===== config.mk =====
export PLATFORM = sky130hd
export DESIGN_NAME = pen_dbnc_top
export DESIGN_NICKNAME = d
export VERILOG_FILES = /design/src/rtl/pen_dbnc_pkg.sv /design/src/rtl/pen_dbnc_sync.sv /design/src/rtl/pen_dbnc_filter.sv /design/src/rtl/pen_dbnc_evt.sv /design/src/rtl/pen_dbnc_top.sv
export SDC_FILE = /design/constraint.sdc
export NUM_CORES = 1
export LEC_CHECK = 0
export ABC_AREA = 1
export ABC_CLOCK_PERIOD_IN_PS = 800
export BUFFER_PORTS_ARGS = -buffer_cell sky130_fd_sc_hd__buf_2
export CAP_MARGIN = 0
export CORE_UTILIZATION = 54
export DETAILED_ROUTE_END_ITERATION = 8
export HOLD_SLACK_MARGIN = 0.03
export PLACE_DENSITY = 0.84
export SETUP_SLACK_MARGIN = 0.3
export SLEW_MARGIN = 20
export SYNTH_ARGS = -nofsm -noshare
export SYNTH_HDL_FRONTEND = slang
export SYNTH_SLANG_ARGS = --single-unit

===== constraint.sdc =====
create_clock -name clk_i -period 0.8 [get_ports clk_i]
set_input_delay 0.16 -clock clk_i [delete_from_list [all_inputs] [get_ports clk_i]]
set_output_delay 0.16 -clock clk_i [all_outputs]
set_load 0.1 [all_outputs]

===== src/rtl/pen_dbnc_pkg.sv =====
package pen_dbnc_pkg;

  // Confirmed pen view kept by the filter.
  typedef enum logic [1:0] {
    PEN_UNK  = 2'd0,
    PEN_UP   = 2'd1,
    PEN_DOWN = 2'd2
  } pen_state_e;

  // Event vector; packed so that bit 0 is pen down and bit 1 is pen up.
  typedef struct packed {
    logic up;
    logic down;
  } pen_evt_t;

endpackage


===== src/rtl/pen_dbnc_sync.sv =====
module pen_dbnc_sync #(
  parameter int unsigned STAGES = 2
) (
  input  logic clk_i,
  input  logic rst_ni,
  input  logic d_i,
  output logic q_o
);

  logic [STAGES-1:0] sh_q;

  for (genvar i = 0; i < STAGES; i++) begin : g_stage
    if (i == 0) begin : g_first
      always_ff @(posedge clk_i or negedge rst_ni) begin
        if (!rst_ni) sh_q[0] <= 1'b0;
        else         sh_q[0] <= d_i;
      end
    end else begin : g_next
      always_ff @(posedge clk_i or negedge rst_ni) begin
        if (!rst_ni) sh_q[i] <= 1'b0;
        else         sh_q[i] <= sh_q[i-1];
      end
    end
  end

  assign q_o = sh_q[STAGES-1];

endmodule


===== src/rtl/pen_dbnc_filter.sv =====
module pen_dbnc_filter
  import pen_dbnc_pkg::*;
#(
  parameter int unsigned EXP_W = 4
) (
  input  logic             clk_i,
  input  logic             rst_ni,
  input  logic             lvl_i,
  input  logic [EXP_W-1:0] exp_i,
  output pen_evt_t         evt_o
);

  // Largest length is 2^(2^EXP_W - 1); this width holds it.
  localparam int unsigned CNT_W = 1 << EXP_W;

  logic             lvl_q;
  logic [CNT_W-1:0] cnt_q, cnt_d;
  logic             cnt_en;
  logic [CNT_W-1:0] limit;
  logic             chg, held;
  pen_state_e       state_q, state_d;
  pen_evt_t         fire;

  assign limit = CNT_W'(1) << exp_i;
  assign chg   = lvl_i ^ lvl_q;
  assign held  = (cnt_q >= limit);

  // Level follower for the change detector.
  always_ff @(posedge clk_i or negedge rst_ni) begin
    if (!rst_ni) lvl_q <= 1'b0;
    else         lvl_q <= lvl_i;
  end

  // Stability counter: restarts on a change, saturates at the limit.
  always_comb begin
    cnt_en = chg | (cnt_q < limit);
    cnt_d  = chg ? '0 : (cnt_q + CNT_W'(1));
  end

  always_ff @(posedge clk_i or negedge rst_ni) begin
    if (!rst_ni)     cnt_q <= '0;
    else if (cnt_en) cnt_q <= cnt_d;
  end

  // Confirmed view and the event that its change raises.
  always_comb begin
    fire.down = held &  lvl_q & (state_q != PEN_DOWN);
    fire.up   = held & ~lvl_q & (state_q != PEN_UP);
    state_d   = state_q;
    if (fire.down)    state_d = PEN_DOWN;
    else if (fire.up) state_d = PEN_UP;
  end

  always_ff @(posedge clk_i or negedge rst_ni) begin
    if (!rst_ni)                  state_q <= PEN_UNK;
    else if (fire.down | fire.up) state_q <= state_d;
  end

  assign evt_o = fire;

  // entering the down view needs the level to have been high.
  p_down_needs_level_r2: assert property (@(posedge clk_i) disable iff (!rst_ni)
    (state_q == PEN_DOWN && $past(state_q) != PEN_DOWN) |-> $past(lvl_q));

  // entering the up view needs the level to have been low.
  p_up_needs_level_r3: assert property (@(posedge clk_i) disable iff (!rst_ni)
    (state_q == PEN_UP && $past(state_q) != PEN_UP) |-> !$past(lvl_q));

  // every level change restarts the stability count.
  p_restart_on_change_r4: assert property (@(posedge clk_i) disable iff (!rst_ni)
    chg |=> (cnt_q == '0));

  // the view never leaves a state once the level holds it.
  p_hold_keeps_view_r10: assert property (@(posedge clk_i) disable iff (!rst_ni)
    (state_q == PEN_DOWN && lvl_q && lvl_i) |=> (state_q == PEN_DOWN));

endmodule


===== src/rtl/pen_dbnc_evt.sv =====
module pen_dbnc_evt
  import pen_dbnc_pkg::*;
(
  input  logic       clk_i,
  input  logic       rst_ni,
  input  pen_evt_t   evt_i,
  input  logic       rd_i,
  input  logic [1:0] irq_en_i,
  input  logic       conv_en_i,
  output logic [1:0] stat_o,
  output logic       irq_o,
  output logic       conv_o
);

  pen_evt_t bits_q, bits_d;
  logic     bits_en;
  logic     conv_q, conv_d;

  // Sticky bits: a new event outranks the read clear.
  always_comb begin
    bits_en     = evt_i.down | evt_i.up | rd_i;
    bits_d.down = evt_i.down | (bits_q.down & ~rd_i);
    bits_d.up   = evt_i.up   | (bits_q.up   & ~rd_i);
  end

  always_ff @(posedge clk_i or negedge rst_ni) begin
    if (!rst_ni)      bits_q <= '0;
    else if (bits_en) bits_q <= bits_d;
  end

  // Conversion start: registered so it lines up with the status bit.
  always_comb conv_d = evt_i.down & conv_en_i;

  always_ff @(posedge clk_i or negedge rst_ni) begin
    if (!rst_ni) conv_q <= 1'b0;
    else         conv_q <= conv_d;
  end

  assign stat_o = bits_q;
  assign irq_o  = |(bits_q & irq_en_i);
  assign conv_o = conv_q;

  // a set bit survives any cycle without a read.
  p_sticky_hold_r5: assert property (@(posedge clk_i) disable iff (!rst_ni)
    (bits_q.down && !rd_i) |=> bits_q.down);

  // a read with no new event leaves the bit clear.
  p_read_clears_r5: assert property (@(posedge clk_i) disable iff (!rst_ni)
    (rd_i && !evt_i.up) |=> !bits_q.up);

  // an event is never lost to a coincident read.
  p_event_wins_r6: assert property (@(posedge clk_i) disable iff (!rst_ni)
    evt_i.up |=> bits_q.up);

  // the conversion start never lasts two cycles.
  p_conv_single_r8: assert property (@(posedge clk_i) disable iff (!rst_ni)
    conv_o |=> !conv_o);

  // the pulse coincides with a freshly set pen-down bit.
  p_conv_with_down_r8: assert property (@(posedge clk_i) disable iff (!rst_ni)
    conv_o |-> bits_q.down);

  // no interrupt without some status bit.
  p_irq_needs_bit_r7: assert property (@(posedge clk_i) disable iff (!rst_ni)
    irq_o |-> (stat_o != 2'b00));

endmodule


===== src/rtl/pen_dbnc_top.sv =====
module pen_dbnc_top
  import pen_dbnc_pkg::*;
#(
  parameter int unsigned EXP_W       = 4,
  parameter int unsigned SYNC_STAGES = 2,
  parameter int unsigned RST_STAGES  = 2
) (
  input  logic             clk_i,
  input  logic             rst_ni,
  input  logic             pen_raw_i,
  input  logic [EXP_W-1:0] dbnc_exp_i,
  input  logic [1:0]       irq_en_i,
  input  logic             conv_en_i,
  input  logic             stat_rd_i,
  output logic [1:0]       stat_o,
  output logic             irq_o,
  output logic             conv_start_o
);

  logic     rst_n;
  logic     pen_sync;
  pen_evt_t evt;

  // Reset asserts at once and is released on a clock edge.
  pen_dbnc_sync #(.STAGES(RST_STAGES)) u_rst_sync (
    .clk_i (clk_i),
    .rst_ni(rst_ni),
    .d_i   (1'b1),
    .q_o   (rst_n)
  );

  pen_dbnc_sync #(.STAGES(SYNC_STAGES)) u_pen_sync (
    .clk_i (clk_i),
    .rst_ni(rst_n),
    .d_i   (pen_raw_i),
    .q_o   (pen_sync)
  );

  pen_dbnc_filter #(.EXP_W(EXP_W)) u_filter (
    .clk_i (clk_i),
    .rst_ni(rst_n),
    .lvl_i (pen_sync),
    .exp_i (dbnc_exp_i),
    .evt_o (evt)
  );

  pen_dbnc_evt u_evt (
    .clk_i    (clk_i),
    .rst_ni   (rst_n),
    .evt_i    (evt),
    .rd_i     (stat_rd_i),
    .irq_en_i (irq_en_i),
    .conv_en_i(conv_en_i),
    .stat_o   (stat_o),
    .irq_o    (irq_o),
    .conv_o   (conv_start_o)
  );

  // outputs are quiet while the outer reset is held.
  always_comb begin
    if (!rst_ni) a_reset_quiet_r1: assert (stat_o == 2'b00 && !irq_o && !conv_start_o);
  end

endmodule


==> impl_results.md <==
- CTS Buf Count: 3
- Avg WL per Cell: 21.9 um
- Fmax: 526 MHz
- Fraction of layout cells with a size suffix above 1: 46.2%
- Max-slew violations: 0
- Reg2reg setup slack: -1.10 ns
- Initial antenna violation count: 0
- Non-filler cells, final: 358
- CP Launch Type: flop
- Diode count: 0
- Worst-path clk slew: 0.15 ns
- Final hold viol count: 2
- Pre-antenna DRT Iters: 6
- Port bufs: 14
- Vias per cell: 6.59
- Cell Rows: 21
- Met2 global-route usage: 51.2%
- Required time at the worst-slack endpoint: 1.09 ns
- Max IR drop VDD: 1.18 mV
- Most Used Layer, Global Route: met2
- Fin crit share: 238%
- GRT overflow: 0
- Width of the die: 61.0 um
- Yosys reg bits: 26
- Area share of the largest cell type after synthesis: 34.6%
- Worst Clk Skew: 0.00214 ns
- Hpwl dp: 3260 um
- Met1 usage: 36.8%
- Min Hold Slack: -0.0861 ns
- Clk_lat worst skew: 0.34 ns
- Pre-CTS setup slack: -1.13 ns
- H-tree levels: 1
- Area growth syn-to-layout: 56.3%
- Synth Flop Type: dfrtp_1
- EDFF count, synth: 0
- Pwr Density: 2130 mW/mm^2
- Number of global-route vias before repair: 1,791
- CP arrival: 2.19 ns
- Initial drt markers: 354
- Total GRT Usage: 30.0%
- RePlAce Congestion: 0.885
- Post-DRT Antenna Nets: 0
- Status: finished, violations left
- Die ar.: 0.00372 sq mm
- Max-capacitance violation count: 0
- Clk sink count: 26
- Yosys warning count: 0
- Fin crit period: 1.90 ns
- Setup ws final: -1.10 ns
- TritonCTS clock tree: built
- Top-count cell post-synth: nand2_1
- DRC Markers: 0
- Top Ports: 15
- Final setup fails: 25
- Crit-path max FO: 4
- Async SR Flop Fraction: 100%
- Top post-synthesis cells by count: 63 x nand2_1, 27 x nor2_1, 26 x dfrtp_1, 25 x nand3_1, 22 x nand4_1
- NumNets Final: 341
- Cells after synthesis: 251
- CTS Hold Bufs: 1
- RSZ-0062 raised after global routing: true
- Yosys cell types: 28
- Worst hold-check path type: input pin to flop
- Total number of vias: 2,358
- Largest net degree at the start of global routing: 16
- Area contributors post-synth: dfrtp_1 35%, nand2_1 13%, ha_1 11%
- Starting density of the core: 56.3%
- DRT Wirelength: 7860 um
- GR Util met3: 3.84%
- Leading area contributor after synthesis: dfrtp_1
- Fin Setup TNS: -22.78 ns
- Placed Cells: 341
- Root Driver: clkbuf_4
- Synth Cell Area: 0.00188 sq mm
- Sequential share of the synthesized area: 34.6%
- Max Root-Sink Buffers: 2
- Leak Pwr: 1.38 nW
- Area of the core: 0.00334 sq mm
- Crit. End Element: flop
- Die Span Y: 61.0 um
- Crit path kind: flop to flop
- Violated checks: hold timing, setup timing
- Post-synthesis net count: 279
- First-pass GRT wire length: 7970 um
- Syn avg cell area: 7.49 sq um
## sequential cells by signal, summed over array words and instances (netlist names)
| register | cells |
|---|---|
| u_rst_sync.q_o | 1 |
| u_evt.stat_o | 2 |
| u_rst_sync.sh_q | 1 |
| u_evt.conv_o | 1 |
| u_filter.lvl_q | 1 |
| u_filter.cnt_q | 16 |
| u_pen_sync.sh_q | 1 |
| u_filter.state_q | 2 |
| u_pen_sync.q_o | 1 |
## per-stage QoR
stage	total power, mW	util (%)	area, sq um	hold slack (ns)
3_5_place_dp	4.10	70.5	2350	-0.0527
2_1_floorplan	3.28	-	2010	-0.136
4_1_cts	5.32	77.7	2590	-0.0934
3_3_place_gp	4.05	70.5	2350	-0.0549
5_1_grt	6.48	88.0	2940	-0.106
6_report	6.27	88.0	2940	-0.0861
## final cells by class
type,instances,area (sq um)
repair buffers,65,601
flip-flops and latches,26,666
inverters,21,104
multi-input cells,196,1460
well taps,46,57.6
clock buffers,3,22.5
clock inverters,1,30.0
fillers,132,400
## what timing repair did
| item | in CTS | in global routing |
|---|---|---|
| cloned | 0 | 2 |
| setup endpoints to repair | 29 | 38 |
| resized for setup | 25 | 56 |
| pin swaps | 15 | 29 |
| endpoints found under the hold margin | 6 | 4 |
| setup buffers | 6 | 4 |
## routing by layer
layer | wire length, um | up-vias
li1 | - | 967
met4 | 492 | 0
met1 | 2810 | 1083
met3 | 920 | 72
met5 | 0 | -
met2 | 3630 | 236
## worst paths after layout
kind	start	endpoint	cells past startpoint
worst max-delay path	u_filter.cnt_q[0]	u_filter.cnt_q[13]	9
worst min-delay path	pen_raw_i	u_pen_sync.sh_q[0]	1
worst max register to register	u_filter.cnt_q[0]	u_filter.cnt_q[13]	9
worst min register to register	u_rst_sync.q_o	u_evt.stat_o[0]	1
max in group asynchronous	u_rst_sync.q_o	u_filter.cnt_q[1]	1
min in group asynchronous	rst_ni	u_rst_sync.q_o	2
## critical path, stage by stage, from the launching register on
cell     delay, ns
dfrtp_1       0.40
inv_2         0.07
buf_4         0.13
buf_4         0.13
nor2_2        0.22
nand3_1       0.20
nor2_2        0.19
xor2_1        0.24
nand4_1       0.15
nand2_2       0.10
## where the power goes
part / total (mW) / switching, mW / internal (mW)
registers: 1.70 / 0.172 / 1.53
logic: 3.62 / 2.16 / 1.46
clock network: 0.946 / 0.438 / 0.507
total: 6.27 / 2.77 / 3.49
## cell usage in the layout (no fill, tap or decap), drive strengths merged
cell type and count:
bufinv 1, nand2 67, inv 21, buf 63
nand4 22, clkbuf 4, conb 1, ha 17
nor3 2, nor4 1, o21ai 4, nor2 30
nor3b 1, nand3 25, a21o 1, a21oi 10
and3 2, xnor2 4, a22o 1, dfrtp 26
xor2 8, dlygate4sd3 1
## kinds of logic after synthesis
logic type / synth area share (%)
buffers and inverters: 6.86
other: 0.200
xor gates and xnor gates: 5.99
AOI/OAI and AO/OA: 4.59
adders and majority gates: 11.3
and+or+nand+nor: 36.4
DFF: 34.6
Power figures use the tool's default switching activity.
